$ cat config.mk
export PLATFORM = sky130hd
export DESIGN_NAME = ipred4_edge_pred
export DESIGN_NICKNAME = d
export VERILOG_FILES = /design/src/rtl/ipred4_pkg.sv /design/src/rtl/ipred4_taps.sv /design/src/rtl/ipred4_scatter.sv /design/src/rtl/ipred4_edge_pred.sv
export SDC_FILE = /design/constraint.sdc
export NUM_CORES = 2
export LEC_CHECK = 0
export BUFFER_PORTS_ARGS = -buffer_cell sky130_fd_sc_hd__buf_2
export CAP_MARGIN = 10
export CELL_PAD_IN_SITES_DETAIL_PLACEMENT = 0
export CELL_PAD_IN_SITES_GLOBAL_PLACEMENT = 1
export CORE_ASPECT_RATIO = 0.8
export CORE_MARGIN = 4
export CORE_UTILIZATION = 30
export DETAILED_ROUTE_END_ITERATION = 8
export PLACE_DENSITY = 0.55
export SYNTH_ARGS = -nofsm -noshare
export SYNTH_HDL_FRONTEND = slang
export SYNTH_SLANG_ARGS = --single-unit
$ cat constraint.sdc
create_clock -name clk -period 6.1 [get_ports clk]
set_input_delay 1.525 -clock clk [delete_from_list [all_inputs] [get_ports clk]]
set_output_delay 1.525 -clock clk [all_outputs]
set_load 0.1 [all_outputs]
$ cat src/rtl/ipred4_pkg.sv
package ipred4_pkg;
    // Edge vector layout (entry index): 0 pad(L3), 1 L3, 2 L2, 3 L1, 4 L0,
    // 5 corner, 6..13 U0..U7, 14 pad(U7)
    localparam int EDGE_N   = 15;
    localparam int E_CORNER = 5;
    localparam int E_ABOVE0 = 6;
    localparam int N_ABOVE  = 8;
    localparam int N_LEFT   = 4;
    localparam int BLK      = 4;

    localparam int MD_DDL = 3;
    localparam int MD_DDR = 4;
    localparam int MD_VR  = 5;
    localparam int MD_HD  = 6;
    localparam int MD_VL  = 7;
    localparam int MD_HU  = 8;

    typedef enum logic [1:0] {
        ST_IDLE = 2'd0,
        ST_SCAT = 2'd1,
        ST_SHOW = 2'd2
    } ctl_st_e;
endpackage

$ cat src/rtl/ipred4_taps.sv
module ipred4_taps
    import ipred4_pkg::*;
#(
    parameter int PIX_W = 8
) (
    input  logic [EDGE_N*PIX_W-1:0] edge_v,
    output logic [EDGE_N*PIX_W-1:0] tap3,
    output logic [EDGE_N*PIX_W-1:0] tap2
);
    localparam int ACC_W = PIX_W + 2;

    for (genvar i = 0; i < EDGE_N; i++) begin : g_pos
        if (i >= 1 && i <= EDGE_N - 2) begin : g_t3
            logic [ACC_W-1:0] s3;
            assign s3 = ACC_W'(edge_v[(i-1)*PIX_W +: PIX_W])
                      + (ACC_W'(edge_v[i*PIX_W +: PIX_W]) << 1)
                      + ACC_W'(edge_v[(i+1)*PIX_W +: PIX_W])
                      + ACC_W'(2);
            assign tap3[i*PIX_W +: PIX_W] = s3[ACC_W-1:2];
        end else begin : g_t3_none
            assign tap3[i*PIX_W +: PIX_W] = '0;
        end

        if (i <= EDGE_N - 2) begin : g_t2
            logic [PIX_W:0] s2;
            assign s2 = (PIX_W+1)'(edge_v[i*PIX_W +: PIX_W])
                      + (PIX_W+1)'(edge_v[(i+1)*PIX_W +: PIX_W])
                      + (PIX_W+1)'(1);
            assign tap2[i*PIX_W +: PIX_W] = s2[PIX_W:1];
        end else begin : g_t2_none
            assign tap2[i*PIX_W +: PIX_W] = '0;
        end
    end
endmodule

$ cat src/rtl/ipred4_scatter.sv
module ipred4_scatter
    import ipred4_pkg::*;
#(
    parameter int PIX_W  = 8,
    parameter int MODE_W = 4
) (
    input  logic [MODE_W-1:0]           mode,
    input  logic [EDGE_N*PIX_W-1:0]     tap3,
    input  logic [EDGE_N*PIX_W-1:0]     tap2,
    output logic [BLK*BLK*PIX_W-1:0]    pix
);
    int   idx;
    int   z;
    logic use3;
    logic kill;

    always_comb begin
        pix  = '0;
        idx  = 0;
        z    = 0;
        use3 = 1'b0;
        kill = 1'b0;
        for (int y = 0; y < BLK; y++) begin
            for (int x = 0; x < BLK; x++) begin
                use3 = 1'b1;
                kill = 1'b0;
                idx  = 0;
                z    = 0;
                case (int'(mode))
                    MD_DDL: idx = 7 + x + y;
                    MD_DDR: idx = 5 + x - y;
                    MD_VR: begin
                        z = 2 * x - y;
                        if (z >= 0 && z % 2 == 0) begin
                            use3 = 1'b0;
                            idx  = 5 + x - (y >> 1);
                        end else if (z > 0) begin
                            idx = 5 + x - (y >> 1);
                        end else if (z == -1) begin
                            idx = E_CORNER;
                        end else begin
                            idx = 6 - y;
                        end
                    end
                    MD_HD: begin
                        z = 2 * y - x;
                        if (z >= 0 && z % 2 == 0) begin
                            use3 = 1'b0;
                            idx  = 4 - y + (x >> 1);
                        end else if (z > 0) begin
                            idx = 5 - y + (x >> 1);
                        end else if (z == -1) begin
                            idx = E_CORNER;
                        end else begin
                            idx = 4 + x;
                        end
                    end
                    MD_VL: begin
                        if (y % 2 == 0) begin
                            use3 = 1'b0;
                            idx  = 6 + x + (y >> 1);
                        end else begin
                            idx = 7 + x + (y >> 1);
                        end
                    end
                    MD_HU: begin
                        z = x + 2 * y;
                        if (z > 5) begin
                            use3 = 1'b0;  // tap2 at 0 averages L3 with itself
                            idx  = 0;
                        end else if (z == 5) begin
                            idx = 1;
                        end else if (z % 2 == 0) begin
                            use3 = 1'b0;
                            idx  = 3 - y - (x >> 1);
                        end else begin
                            idx = 3 - y - (x >> 1);
                        end
                    end
                    default: kill = 1'b1;
                endcase
                if (!kill) begin
                    pix[(BLK*y+x)*PIX_W +: PIX_W] =
                        use3 ? tap3[idx*PIX_W +: PIX_W] : tap2[idx*PIX_W +: PIX_W];
                end
            end
        end
    end
endmodule

$ cat src/rtl/ipred4_edge_pred.sv
module ipred4_edge_pred
    import ipred4_pkg::*;
#(
    parameter int PIX_W  = 8,
    parameter int MODE_W = 4
) (
    input  logic                        clk,
    input  logic                        rst_n,
    input  logic                        in_valid,
    output logic                        in_ready,
    input  logic [MODE_W-1:0]           in_mode,
    input  logic                        in_ur_ok,
    input  logic [N_ABOVE*PIX_W-1:0]    in_above,
    input  logic [PIX_W-1:0]            in_corner,
    input  logic [N_LEFT*PIX_W-1:0]     in_left,
    output logic                        out_valid,
    input  logic                        out_ready,
    output logic [BLK*BLK*PIX_W-1:0]    out_pix
);
    localparam int EV_W  = EDGE_N * PIX_W;
    localparam int OUT_W = BLK * BLK * PIX_W;

    ctl_st_e state_q, state_d;

    logic [EV_W-1:0]   edge_v;
    logic [EV_W-1:0]   tap3_d, tap2_d, tap3_q, tap2_q;
    logic [MODE_W-1:0] mode_q;
    logic [OUT_W-1:0]  pix_d;
    logic              take;

    // Edge assembly: left column reversed below the corner, above row after it
    assign edge_v[0 +: PIX_W]             = in_left[(N_LEFT-1)*PIX_W +: PIX_W];
    assign edge_v[E_CORNER*PIX_W +: PIX_W] = in_corner;
    for (genvar j = 0; j < N_LEFT; j++) begin : g_left
        assign edge_v[(E_CORNER-1-j)*PIX_W +: PIX_W] = in_left[j*PIX_W +: PIX_W];
    end
    for (genvar k = 0; k < N_ABOVE; k++) begin : g_above
        if (k < 4) begin : g_near
            assign edge_v[(E_ABOVE0+k)*PIX_W +: PIX_W] = in_above[k*PIX_W +: PIX_W];
        end else begin : g_far
            assign edge_v[(E_ABOVE0+k)*PIX_W +: PIX_W] =
                in_ur_ok ? in_above[k*PIX_W +: PIX_W] : in_above[3*PIX_W +: PIX_W];
        end
    end
    assign edge_v[(EDGE_N-1)*PIX_W +: PIX_W] = edge_v[(EDGE_N-2)*PIX_W +: PIX_W];

    ipred4_taps #(.PIX_W(PIX_W)) u_taps (
        .edge_v (edge_v),
        .tap3   (tap3_d),
        .tap2   (tap2_d)
    );

    ipred4_scatter #(.PIX_W(PIX_W), .MODE_W(MODE_W)) u_scatter (
        .mode (mode_q),
        .tap3 (tap3_q),
        .tap2 (tap2_q),
        .pix  (pix_d)
    );

    assign take = in_valid && in_ready;

    // State register
    always_ff @(posedge clk) begin
        if (!rst_n) state_q <= ST_IDLE;
        else        state_q <= state_d;
    end

    // Transitions
    always_comb begin
        state_d = state_q;
        unique case (state_q)
            ST_IDLE: if (take) state_d = ST_SCAT;
            ST_SCAT: state_d = ST_SHOW;
            ST_SHOW: if (out_ready) state_d = ST_IDLE;
            default: state_d = ST_IDLE;
        endcase
    end

    // Outputs
    always_comb begin
        in_ready  = 1'b0;
        out_valid = 1'b0;
        unique case (state_q)
            ST_IDLE: in_ready  = 1'b1;
            ST_SCAT: ;
            ST_SHOW: out_valid = 1'b1;
            default: ;
        endcase
    end

    // Datapath registers: filter stage on accept, scatter stage in ST_SCAT
    always_ff @(posedge clk) begin
        if (!rst_n) begin
            tap3_q  <= '0;
            tap2_q  <= '0;
            mode_q  <= '0;
            out_pix <= '0;
        end else begin
            if (take) begin
                tap3_q <= tap3_d;
                tap2_q <= tap2_d;
                mode_q <= in_mode;
            end
            if (state_q == ST_SCAT) out_pix <= pix_d;
        end
    end
endmodule

==> impl_metrics.tcl <==
set metrics [dict create \
    grt_use_met1_pct 47.5 \
    p_sw_mw 4.15 \
    cp-endpoint "tap3_q[102]" \
    cp_max_fo 46 \
    synth-seq-cells 332 \
    max_stage_delay_ps 590 \
    path_depth 11 \
    port_buffers 242 \
    hold_viol_final 0 \
    outcome "complete, no violations" \
    grt_pass1_vias 33300 \
    finalMaxSlewViolations 0 \
    yosys_warnings 0 \
    h-tree-depth 2 \
    setup_tns_ps 0 \
    dr.pass1.iters 7 \
    num_rows 103 \
    layout_min_cycle_time_ps 4540 \
    synth-edff-count 0 \
    place_congestion 1.09 \
    seq_power_share_pct 32.9 \
    fillCellCount 10700 \
    pwr-share-clk_pct 28.3 \
    syn_nets 4435 \
    worstPathRequired_ps 6640 \
    crit_path_start_kind "primary input" \
    use_met3_pct 16.2 \
    core_sq_um 98800 \
    postPlaceCellArea_sq_um 32900 \
    r2r_start "mode_q[2]" \
    p_int_mw 4.98 \
    antenna_found_initial 25 \
    wl_mm 206 \
    io_pins 243 \
    sw_frac_of_total_pct 45.4 \
    cts_buffers 41 \
    crit_family "compound AO/OA/AOI/OAI gates" \
    synth.area.top_cells "dfxtp_1 22%, ha_1 8.7%, a21oi_1 7.8%" \
    path_class "primary input to flip-flop" \
    syn_avg_cell_area_sq_um 7.44 \
    grt.overflow.total 0 \
    cts_sinks 332 \
    die_w_microns 361 \
    setup_violations 0 \
    min_path_type "flip-flop to flip-flop" \
    hpwlAfterDp_mm 153 \
    dp.cells 5399 \
    dieArea_sq_um 105000 \
    power_mw 9.13 \
    power-per-cell-area_nw_per_um2 266 \
    cpMaxStageDelayCell "buf_2" \
    areaGrowthSynthToFinish_pct 14.8 \
    max_cap_viol_count 0 \
    postCtsSetupRepairBufs 0 \
    worstPathCellList "buf_2, nand2b_1, nand2_1, fa_1, ha_1, a21o_1, a221o_1, o311a_1, o31a_1, a211o_1, a21oi_2" \
    worst_pin_slew_ps 1390 \
    grt_setup_unrepaired "no" \
    die_h_microns 291 \
    drive_gt1_share_pct 13.5 \
    cts_max_path_buffers 3 \
    crit_path_start "in_ur_ok" \
    cp-end-kind "flip-flop" \
    synthCells 4023 \
    cts-hold-fix-buffers 0 \
    clock_skew_ps 16.0 \
    gr-max-usage-layer "met2" \
    clk_pin_slew_worst_paths_ps 60 \
    reg2reg_to "out_pix[65]" \
    vias 35600 \
    cts_tree "yes" \
    layout.cells.non_filler 5495 \
    grt.total_usage_pct 37.6 \
    critPathArrivalTime_ps 5080 \
    grt_max_degree 158 \
    ys.flop_type "dfxtp_1" \
    grt_pass1_wl_mm 279 \
    final_util_pct 34.8 \
    detail_route.vias_per_cell 6.48 \
    peakVddDrop_uv 224 \
    drcViolationCount 0 \
    fmax_mhz 220 \
    syn_area_sq_um 29900 \
    power_leakage_nw 13.7 \
    post_drt_wl_per_cell_microns 37.5 \
    cts_resized 0 \
    clock_latency_ps 610 \
    clockRootBuffer "clkbuf_16" \
    yosysSeqAreaShare_pct 22.2 \
    synth_top_cell_area_share_pct 22.2 \
    relSlewSlack_pct 7.02 \
    drt_iter0_markers 5306 \
    reg2reg_slack_ps 1730 \
    reg2reg_depth 5 \
    yosys.area.top_type "dfxtp_1" \
    path_buf_inv 1 \
    min_period_over_period_pct 74.5 \
    synth_cell_type_count 90 \
    fin_area_sq_um 34400 \
    nets 4545 \
    grt_use_met2_pct 52.8 \
    combPwrFrac_pct 38.8 \
    ant_nets 0 \
    start_util_pct 30.3 \
    async_reset_ff_share_pct 0 \
]
==> layer usage <==
layer	up-vias	routed length [microns]
met5	-	226
met4	14	15100
met3	690	27100
met2	2552	80900
met1	17400	82600
li1	14900	-
==> kinds of logic after synthesis <==
group                      count (synthesis)  share of synthesized area (%)
AOI/OAI and AO/OA                       1513                           31.8
and+or+nand+nor                         1209                           18.0
buffers and inverters                    457                           6.21
DFF                                      332                           22.2
adders and majority gates                299                           14.7
muxes                                    111                           4.04
xor gates and xnor gates                 102                           2.98
==> layout by cell type, fill, tap and decap left out, types with 22 or more instances in the layout <==
cell / instances
inv_1: 104
buf_4: 163
clkbuf_16: 42
buf_2: 241
o22ai_1: 52
xnor2_1: 56
o21ai_0: 377
a22o_1: 28
a211oi_1: 68
nand2b_1: 52
a21oi_1: 466
and3_1: 23
dfxtp_1: 328
a21o_1: 59
mux2i_1: 89
ha_1: 209
nor3_1: 55
nand2_1: 605
nor2b_1: 23
nor2_1: 217
o21a_1: 22
fa_1: 90
o211ai_1: 55
a221oi_1: 25
a22oi_1: 63
o221ai_1: 34
xor2_1: 46
nand3_1: 115
a31oi_1: 41
==> cell type report <==
cell class | count | area [sq um] | share of cell area, %
diodes | 20 | 50.0 | 0.146
clock buffers | 58 | 1190 | 3.47
clock inverters | 15 | 175 | 0.510
inverters | 108 | 408 | 1.19
multi-input cells | 3234 | 21600 | 62.8
flip-flops and latches | 332 | 6660 | 19.4
well taps | 1312 | 1640 | 4.78
repair buffers | 416 | 2670 | 7.77
==> per-stage QoR <==
stage | hold slack [ps] | worst slack, ps
final | 436 | 1560
after global routing | 464 | 1330
after CTS | 440 | 1560
after detailed placement | 431 | 936
after global placement | 427 | 965
after floorplan | 420 | 880
==> worst reg2reg max path, stage by stage, from the launching register on <==
cell and delay, ps:
dfxtp_4 580, or4b_1 950, o21ai_4 280, nand2_1 810, a211oi_1 1410, a22o_1 270
==> how the worst min path moves through the flow <==
stage                           start          end  depth (start not counted)  slack, ps
after floorplan           tap3_q[108]  tap3_q[108]                          2        420
after global placement    out_pix[14]  out_pix[14]                          2        430
after detailed placement  out_pix[14]  out_pix[14]                          2        430
after CTS                 out_pix[14]  out_pix[14]                          2        440
after global routing      out_pix[93]  out_pix[93]                          1        460
final                     out_pix[14]  out_pix[14]                          2        440
==> power by group through the flow <==
stage | clock network (mW) | registers [mW] | logic (mW)
2_1_floorplan | 0 | 2.62 | 2.11
6_report | 2.58 | 3.01 | 3.54
4_1_cts | 2.63 | 2.94 | 3.42
5_1_grt | 2.70 | 2.96 | 3.75
3_5_place_dp | 0 | 2.99 | 3.41
3_3_place_gp | 0 | 3.00 | 3.43
==> cell usage after synthesis (21+ instances only) <==
library cell	count
a211oi_1	68
a21o_1	59
a21oi_1	468
a221oi_1	25
a22o_1	28
a22oi_1	63
a31oi_1	41
a32o_1	21
and3_1	23
buf_1	28
buf_2	88
clkbuf_1	225
dfxtp_1	332
fa_1	90
ha_1	209
inv_1	105
mux2i_1	89
nand2_1	606
nand2b_1	53
nand3_1	115
nor2_1	226
nor2b_1	28
nor3_1	55
o211ai_1	55
o21a_1	22
o21ai_0	379
o221ai_1	34
o22ai_1	52
xnor2_1	56
xor2_1	46
==> sequential cells by signal (all words and copies together), names as in the netlist <==
| register | flops |
|---|---|
| mode_q | 4 |
| out_pix | 128 |
| state_q | 2 |
| tap2_q | 94 |
| tap3_q | 104 |
(Power assumes the default switching activity.)
